==> config.mk <==
export PLATFORM = sky130hd
export DESIGN_NAME = lpwake_ctrl
export DESIGN_NICKNAME = d
export VERILOG_FILES = /design/src/rtl/lpwake_pkg.sv /design/src/rtl/lpwake_sync.sv /design/src/rtl/lpwake_gpio_port.sv /design/src/rtl/lpwake_periph.sv /design/src/rtl/lpwake_ctrl.sv
export SDC_FILE = /design/constraint.sdc
export NUM_CORES = 1
export LEC_CHECK = 0
export ABC_AREA = 1
export ABC_CLOCK_PERIOD_IN_PS = 3000
export BUFFER_PORTS_ARGS = -buffer_cell sky130_fd_sc_hd__buf_4
export CORE_MARGIN = 2
export CORE_UTILIZATION = 63
export DETAILED_ROUTE_END_ITERATION = 7
export GPL_ROUTABILITY_DRIVEN = 0
export PLACE_DENSITY = 0.85
export RECOVER_POWER = 100
export SLEW_MARGIN = 30
export SYNTH_ARGS = -nofsm -noshare
export SYNTH_HDL_FRONTEND = slang
export SYNTH_SLANG_ARGS = --single-unit
==> constraint.sdc <==
create_clock -name clk -period 3 [get_ports clk]
set_clock_uncertainty 0.1 [all_clocks]
set_input_delay 0.45 -clock clk [delete_from_list [all_inputs] [get_ports clk]]
set_output_delay 0.45 -clock clk [all_outputs]
set_load 0.02 [all_outputs]
==> src/rtl/lpwake_pkg.sv <==
// Package: shared constants and register-select type for the wakeup
// controller. Assumes a 32-bit data bus and byte offsets on an 8-bit address.
package lpwake_pkg;

    localparam int DATA_W    = 32;
    localparam int ADDR_W    = 8;
    localparam int NUM_PORTS = 2;

    localparam logic [ADDR_W-1:0] OFS_GPIO_BASE = 8'h04;
    localparam logic [ADDR_W-1:0] GPIO_STRIDE   = 8'h08;
    localparam logic [ADDR_W-1:0] OFS_PSTAT     = 8'h30;
    localparam logic [ADDR_W-1:0] OFS_PEN       = 8'h34;

    typedef enum logic [2:0] {
        RS_NONE,
        RS_GSTAT,
        RS_GEN,
        RS_PSTAT,
        RS_PEN
    } rsel_e;

    // Status register offset of pin port p.
    function automatic logic [ADDR_W-1:0] gpio_stat_ofs(input int p);
        return OFS_GPIO_BASE + ADDR_W'(p) * GPIO_STRIDE;
    endfunction

    // Enable register offset of pin port p (one word above its status).
    function automatic logic [ADDR_W-1:0] gpio_en_ofs(input int p);
        return gpio_stat_ofs(p) + 8'h04;
    endfunction

endpackage

==> src/rtl/lpwake_sync.sv <==
// Module: multi-flop synchroniser for a vector of asynchronous inputs.
// Assumes each bit is independent; no bus coherency across bits is implied.
module lpwake_sync #(
    parameter int W      = 32,
    parameter int STAGES = 2
) (
    input  logic         clk,
    input  logic         rst_n,
    input  logic [W-1:0] d,
    output logic [W-1:0] q
);

    logic [STAGES-1:0][W-1:0] chain;

    // Shift the raw input through the flop chain.
    always_ff @(posedge clk) begin
        if (!rst_n) begin
            chain <= '0;
        end else begin
            chain[0] <= d;
            for (int i = 1; i < STAGES; i++) begin
                chain[i] <= chain[i-1];
            end
        end
    end

    assign q = chain[STAGES-1];

endmodule

==> src/rtl/lpwake_gpio_port.sv <==
// Module: one pin port. Synchronises the pins, detects either edge, keeps
// sticky status with write-one-to-clear (a set wins over a clear), and
// holds the per-pin enable register. Assumes edges are held at least one
// clock; edges are ignored until the synchroniser has filled after reset.
module lpwake_gpio_port #(
    parameter int W      = 32,
    parameter int STAGES = 2
) (
    input  logic         clk,
    input  logic         rst_n,
    input  logic [W-1:0] pin,
    input  logic         clr_stb,
    input  logic         en_stb,
    input  logic [W-1:0] wdata,
    output logic [W-1:0] status,
    output logic [W-1:0] enable,
    output logic         pending
);

    logic [W-1:0]    synced;
    logic [W-1:0]    prev;
    logic [STAGES:0] arm;
    logic [W-1:0]    edges;
    logic [W-1:0]    clr_mask;

    lpwake_sync #(.W(W), .STAGES(STAGES)) u_sync (
        .clk   (clk),
        .rst_n (rst_n),
        .d     (pin),
        .q     (synced)
    );

    // Remember the last synchronised level for edge detection.
    always_ff @(posedge clk) begin
        if (!rst_n) prev <= '0;
        else        prev <= synced;
    end

    // Fill an arming shift register so edges count only once the chain holds real samples.
    always_ff @(posedge clk) begin
        if (!rst_n) arm <= '0;
        else        arm <= {arm[STAGES-1:0], 1'b1};
    end

    // Either-direction change, masked until armed.
    always_comb begin
        edges    = arm[STAGES] ? (synced ^ prev) : '0;
        clr_mask = clr_stb ? wdata : '0;
    end

    // Sticky status: clear by written ones, then new edges override.
    always_ff @(posedge clk) begin
        if (!rst_n) status <= '0;
        else        status <= (status & ~clr_mask) | edges;
    end

    // Per-pin enable register.
    always_ff @(posedge clk) begin
        if (!rst_n)      enable <= '0;
        else if (en_stb) enable <= wdata;
    end

    assign pending = |(status & enable);

endmodule

==> src/rtl/lpwake_periph.sv <==
// Module: peripheral wakeup flags and enables. Assumes each event input is a
// synchronous single-cycle pulse; a set wins over a same-cycle clear.
module lpwake_periph #(
    parameter int N = 3
) (
    input  logic         clk,
    input  logic         rst_n,
    input  logic [N-1:0] evt,
    input  logic         clr_stb,
    input  logic         en_stb,
    input  logic [N-1:0] wdata,
    output logic [N-1:0] status,
    output logic [N-1:0] enable,
    output logic         pending
);

    logic [N-1:0] clr_mask;

    // Select the clearing mask only on a status write.
    always_comb clr_mask = clr_stb ? wdata : '0;

    // Sticky flags set by event pulses.
    always_ff @(posedge clk) begin
        if (!rst_n) status <= '0;
        else        status <= (status & ~clr_mask) | evt;
    end

    // Per-source enable register.
    always_ff @(posedge clk) begin
        if (!rst_n)      enable <= '0;
        else if (en_stb) enable <= wdata;
    end

    assign pending = |(status & enable);

endmodule

==> src/rtl/lpwake_ctrl.sv <==
// Module: top of the wakeup controller. Decodes the register bus, builds two
// pin ports and the peripheral flag block, and merges the enabled pending
// sources into one wakeup request. Assumes GPIO_W <= 32 and PERIPH_N <= 32;
// reads are combinational and have no side effects.
module lpwake_ctrl
    import lpwake_pkg::*;
#(
    parameter int GPIO_W      = 32,
    parameter int SYNC_STAGES = 2,
    parameter int PERIPH_N    = 3
) (
    input  logic                clk,
    input  logic                rst_n,
    input  logic                bus_sel,
    input  logic                bus_wr,
    input  logic [ADDR_W-1:0]   bus_addr,
    input  logic [DATA_W-1:0]   bus_wdata,
    output logic [DATA_W-1:0]   bus_rdata,
    input  logic [GPIO_W-1:0]   gpio_a_pin,
    input  logic [GPIO_W-1:0]   gpio_b_pin,
    input  logic                gpio_wake_gate,
    input  logic [PERIPH_N-1:0] lp_evt,
    output logic                wake_req
);

    logic                             bus_we;
    logic [NUM_PORTS-1:0][GPIO_W-1:0] pins;
    logic [NUM_PORTS-1:0][GPIO_W-1:0] gpio_stat;
    logic [NUM_PORTS-1:0][GPIO_W-1:0] gpio_en;
    logic [NUM_PORTS-1:0]             gpio_clr;
    logic [NUM_PORTS-1:0]             gpio_wen;
    logic [NUM_PORTS-1:0]             gpio_pend;
    logic [PERIPH_N-1:0]              p_stat;
    logic [PERIPH_N-1:0]              p_en;
    logic                             p_pend;
    rsel_e                            rsel;
    logic                             rport;
    logic                             unused_wdata_hi;

    assign bus_we          = bus_sel && bus_wr;
    assign pins[0]         = gpio_a_pin;
    assign pins[1]         = gpio_b_pin;
    assign unused_wdata_hi = ^bus_wdata[DATA_W-1:PERIPH_N];

    for (genvar p = 0; p < NUM_PORTS; p++) begin : g_port
        assign gpio_clr[p] = bus_we && (bus_addr == gpio_stat_ofs(p));
        assign gpio_wen[p] = bus_we && (bus_addr == gpio_en_ofs(p));

        lpwake_gpio_port #(.W(GPIO_W), .STAGES(SYNC_STAGES)) u_port (
            .clk     (clk),
            .rst_n   (rst_n),
            .pin     (pins[p]),
            .clr_stb (gpio_clr[p]),
            .en_stb  (gpio_wen[p]),
            .wdata   (bus_wdata[GPIO_W-1:0]),
            .status  (gpio_stat[p]),
            .enable  (gpio_en[p]),
            .pending (gpio_pend[p])
        );
    end

    lpwake_periph #(.N(PERIPH_N)) u_periph (
        .clk     (clk),
        .rst_n   (rst_n),
        .evt     (lp_evt),
        .clr_stb (bus_we && (bus_addr == OFS_PSTAT)),
        .en_stb  (bus_we && (bus_addr == OFS_PEN)),
        .wdata   (bus_wdata[PERIPH_N-1:0]),
        .status  (p_stat),
        .enable  (p_en),
        .pending (p_pend)
    );

    // Work out which register the address selects.
    always_comb begin
        rsel  = RS_NONE;
        rport = 1'b0;
        for (int p = 0; p < NUM_PORTS; p++) begin
            if (bus_addr == gpio_stat_ofs(p)) begin
                rsel  = RS_GSTAT;
                rport = 1'(p);
            end
            if (bus_addr == gpio_en_ofs(p)) begin
                rsel  = RS_GEN;
                rport = 1'(p);
            end
        end
        if (bus_addr == OFS_PSTAT) rsel = RS_PSTAT;
        if (bus_addr == OFS_PEN)   rsel = RS_PEN;
    end

    // Return the selected register, zero-extended.
    always_comb begin
        case (rsel)
            RS_GSTAT: bus_rdata = DATA_W'(gpio_stat[rport]);
            RS_GEN:   bus_rdata = DATA_W'(gpio_en[rport]);
            RS_PSTAT: bus_rdata = DATA_W'(p_stat);
            RS_PEN:   bus_rdata = DATA_W'(p_en);
            default:  bus_rdata = '0;
        endcase
    end

    // Merge gated pin wakeups and peripheral wakeups.
    assign wake_req = (gpio_wake_gate && (|gpio_pend)) || p_pend;

endmodule

======== After elaboration in Yosys (flattened, before gate mapping) ========
Cells that the tools add are included.
cells by class
  $lt $le $gt $ge ......................... 1
  equal/unequal tests ..................... 10
  mux-type cells .......................... 20
  bitwise operators ....................... 14
  reduce and logical (&&, ||, !) cells .... 11
operators by type and width
  cell                                                                           number
  32-bit 2-to-1 mux                                                              8
  32-bit AND                                                                     4
  32-bit case mux with 4 select lines                                            1
  32-bit NOT                                                                     2
  32-bit OR                                                                      2
  64-bit OR reduction                                                            1
  32-bit bitwise XOR                                                             2
  8-bit by 4-bit == test with 1-bit output (second input constant)               2
  8-bit by 6-bit == test with 1-bit output (second input constant)               2
  3-bit 2-to-1 mux                                                               5
  8-bit by 3-bit == test with 1-bit output (second input constant)               1
  8-bit by 5-bit == test with 1-bit output (second input constant)               1
  1-bit logical AND                                                              8
  3-bit AND                                                                      2
  3-bit by 2-bit == test with 1-bit output (second input constant)               2
  1-bit 2-to-1 mux                                                               5
  3-bit by 1-bit == test with 1-bit output (second input constant)               1
  3-bit == test (second input constant)                                          1
  3-bit NOT                                                                      1
  3-bit OR                                                                       1
  3-bit OR reduction                                                             1
  1-bit by 2-bit less-than comparator with 1-bit output (second input constant)  1
  2-bit 2-to-1 mux                                                               1
  1-bit logical OR                                                               1
word-level totals
  register bits after elaboration ......... 332
  input port bits ......................... 112
  output and inout port bits .............. 33
  logic and storage cells ................. 72

======== Logic depth before layout (Yosys ltp) ========
  word-level depth ........................ 9
  gate-level depth with buffers ........... 10

======== Cells and area by module ========
From an unflattened synthesis, not the netlist that was laid out.
second synthesis, totals
  cell total of the unflattened synthesis .. 1881
  area total of the unflattened synthesis .. 13867.0 µm²
by module, submodules not included
  module            instances  cells each  area an instance (µm²)  sequential area each (µm²)
  lpwake_gpio_port  2          510         3813.7                  1981.9
  lpwake_sync       2          231         2080.7                  1281.2
  lpwake_ctrl       1          366         1848.0                  0.0
  lpwake_periph     1          33          230.2                   120.1

======== Worst setup path before layout ========
No wires, ideal clock.
  kind .................................... input-to-output
  start point ............................. input port bus_addr[1]
  end point ............................... output port bus_rdata[1]
  arrival time ............................ 1.481 ns
  data required time ...................... 2.450 ns
  path slack .............................. 0.969 ns
  cell stages on the path ................. 8
  path buffers ............................ 2
  cells stage by stage .................... nor2_4 nand4_4 clkbuf_8 buf_6 nand3_2 nand2_1 nand2_1 nand3b_1
on the way
  word-level cells in the longest chain between the ends .. 9
RTL lines
  element                                      line               RTL
  start: declaration                           lpwake_ctrl.sv:16  input logic [ADDR_W-1:0] bus_addr,
  8-bit by 3-bit == test with 1-bit output     lpwake_ctrl.sv:79  if (bus_addr == gpio_stat_ofs(p)) begin
  1-bit 2-to-1 mux                             lpwake_ctrl.sv:79
  2-bit 2-to-1 mux                             lpwake_ctrl.sv:83  if (bus_addr == gpio_en_ofs(p)) begin
  3-bit 2-to-1 mux                             lpwake_ctrl.sv:79
  3-bit 2-to-1 mux                             lpwake_ctrl.sv:83
  3-bit 2-to-1 mux                             lpwake_ctrl.sv:88  if (bus_addr == OFS_PSTAT) rsel = RS_PSTAT;
  3-bit 2-to-1 mux                             lpwake_ctrl.sv:89  if (bus_addr == OFS_PEN) rsel = RS_PEN;
  3-bit == test, or another cell as far along  lpwake_ctrl.sv:94  case (rsel)
  32-bit case mux with 4 select lines (*)      lpwake_ctrl.sv:94
  end: declaration                             lpwake_ctrl.sv:18  output logic [DATA_W-1:0] bus_rdata,
Mark *: on every way between the ends. The rest lies on a longest branch, timed or not. The select of a mux whose other input is x is not followed.

======== Worst setup path in the final report ========
  start point ............................. input port bus_addr[5]
  end point ............................... output port bus_rdata[16]
Same word-level chain as after synthesis.

==> metrics.txt <==
Final HPWL DP 19100 um; Crit-path slowest cell buf_4; Clock Latency Late Sink ~500 ps; Die Y-Extent 147 um; WP data required 2450 ps; ratio of cells with drive above 1 in the final layout 10.7%; register area share after synthesis roughly half; max incr delay on CP 610 ps; Worst-Margin Slew 1800 ps; Final period util 92.7%; DR iter-0 viols between 900 and 1000; CTS H-tree lvls 2; Final setup viols 0; area delta synth->final 15.6%; final antenna-violating net count 0; Slew HR -19.7%; Post-Synthesis Cells 1731; placed insts 2075; #FFs+latches synth between 300 and 400; vias in the first global route 10400; Yosys warning total 0; Resized Gates After CTS 0; Hold Crit Class in2reg; critical path class in2out; antenna violations before repair 1; Peak VDD IR 0.463 mV; worst-path fanout max 65; syn nets between 1500 and 2000; Mapped Area 0.0129 sq mm; status finished, violations left; # nets final 1953; core area approximately 0.02 sq mm; Die X between 100 and 150 um; cell chain of the critical path buf_4 -> nor2_1 -> nand2_2 -> inv_1 -> nand2_4 -> buf_4 -> nand3_1 -> nand2_1 -> nand2_1 -> nand2_1 -> clkbuf_1; Slew Limit Fails a little under 60; DR vias/cell a little over 5; violated checks capacitance limit, slew limit; starting density of the core between 60% and 70%; GR Util All Layers 27.3%; Max Cap Viol 2; drt pass-1 iters 6; Worst setup EP type output port; clock-pin slew on the worst setup and hold paths 60 ps; clk buf depth 3; via count 11000; post-synth cell types 26; DRC violations left 0; RSZ-0062 raised after global routing no; Die ar. 0.0217 sq mm; fin cells approximately 2100; Post-CTS Setup Inserts 0; cts hold-fix bufs 0; cell row count between 50 and 60; grt total ovfl 0; CP Launch Type input pin; CTS tree built; leakage 8.26 nW; PD cells approximately 620 mW/mm^2; syn_area_per_cell 7.47 sq um; routed len/inst 13.9 um; Setup TNS Final 0 ps; Final Routed Wirelength just under 30000 um; largest net degree at the start of global routing 145; clock sink count 329; first-pass GRT wire length 48700 um; Hold Vio Cnt, Final 0; Ports 145; clock period minus worst slack 2780 ps; most used cell, CP nand2_1; Port Buffers 144; Root Driver clkbuf_16; Highest Clock Rate 0.359 GHz; CTS Buf Count 34; critical path arrival 2230 ps
worst max-delay path: cells and delay by family:
| kind | cells | cell delay, ps |
|---|---|---|
| buffers and inverters | 4 | 1050 |
| and+or+nand+nor | 7 | 690 |
state kept, by name (all words and copies together), names as in the netlist:
name,count
g_port.u_port.arm,3
u_periph.status,3
g_port.u_port.u_sync.q,64
u_periph.enable,3
g_port.u_port.prev,64
g_port.u_port.status,64
g_port.u_port.u_sync.chain,64
g_port.u_port.enable,64
path summary, 6_finish.rpt:
kind	startpoint	endpoint	slack, ps	depth (start not counted)
setup / recovery	bus_addr[5]	bus_rdata[16]	220	11
hold / removal	gpio_a_pin[3]	g_port[0].u_port.u_sync.chain[3]	20	3
setup reg to reg	g_port[0].u_port.arm[2]	g_port[1].u_port.status[2]	1400	3
hold reg to reg	g_port[1].u_port.u_sync.chain[15]	g_port[1].u_port.u_sync.q[15]	310	2
routing by layer:
layer  vias to the layer above  part of all wire [%]  global-route usage (%)
li1                       5464                     -                       -
met1                      4889                    40                    34.6
met2                       542                    46                    45.6
met3                        84                    11                    7.17
met4                         0                   3.1                    9.42
met5                         -                     0                       0
where the power goes:
part	leakage, nW	total [mW]	internal, mW	switching, mW
clock	0.581	4.27	2.61	1.66
sequential	2.69	4.56	4.50	0.0680
combinational	5.00	0.408	0.183	0.226
cell usage in the layout, fill, tap and decap left out, types with 35 or more instances in the layout:
cell / count
a21oi_1: 135
buf_4: 120
clkbuf_1: 37
clkbuf_16: 35
dfxtp_1: 328
inv_1: 233
nand2_1: 669
nand3_1: 68
o21ai_0: 96
xor2_1: 64
final cells by class:
cell class / instances / area, sq um
inverter: 235 / 882
clock inverter: 9 / 109
multi-input combinational: 1080 / 4840
timing repair buffer: 161 / 1120
sequential: 329 / 6590
antenna: 1 / 2.50
fill: 1533 / 5230
clock buffer: 51 / 1060
tap: 270 / 338
logic make-up after synthesis:
family | count (synthesis) | synth area share (%)
DFF | 329 | 51.0
and+or+nand+nor | 779 | 24.4
AOI/OAI and AO/OA | 237 | 9.24
buffers and inverters | 322 | 11.1
xor gates and xnor gates | 64 | 4.34
cells in the mapped netlist:
library cell  count  area (sq um)
o21ai_0          77           385
inv_1           232           871
nand2_2           2          12.5
o21ai_2           1          8.76
nand3_1          67           335
a21oi_1         135           676
buf_6            15           169
buf_4             8          60.1
nand4_4           1          21.3
nand2_4           2          22.5
nand3_4           1          17.5
nor2_8            2          40.0
nor2_1           25          93.8
nor2_2            2          12.5
nand3b_1          3          22.5
nand3_2           2          20.0
a22o_1            1          8.76
buf_2            16          80.1
o21ai_1          23           115
nor2_4            4          45.0
dfxtp_1         329          6590
xor2_1           64           561
inv_2             3          11.3
clkbuf_8          6          82.6
clkbuf_1         42           158
nand2_1         668          2510
metrics by stage:
step	hold WS (ps)	util (%)	setup slack [ps]	instance area [sq um]	power, mW
final	20.2	74.1	218	14900	9.25
after global routing	14.9	74.1	94.8	14900	9.55
after CTS	3.63	75.1	350	15200	9.31
after detailed placement	296	69.3	367	14000	5.07
after global placement	293	69.3	460	14000	5.05
after floorplan	286	-	969	12900	4.87
Note: power is estimated with default switching activity, not from simulation.
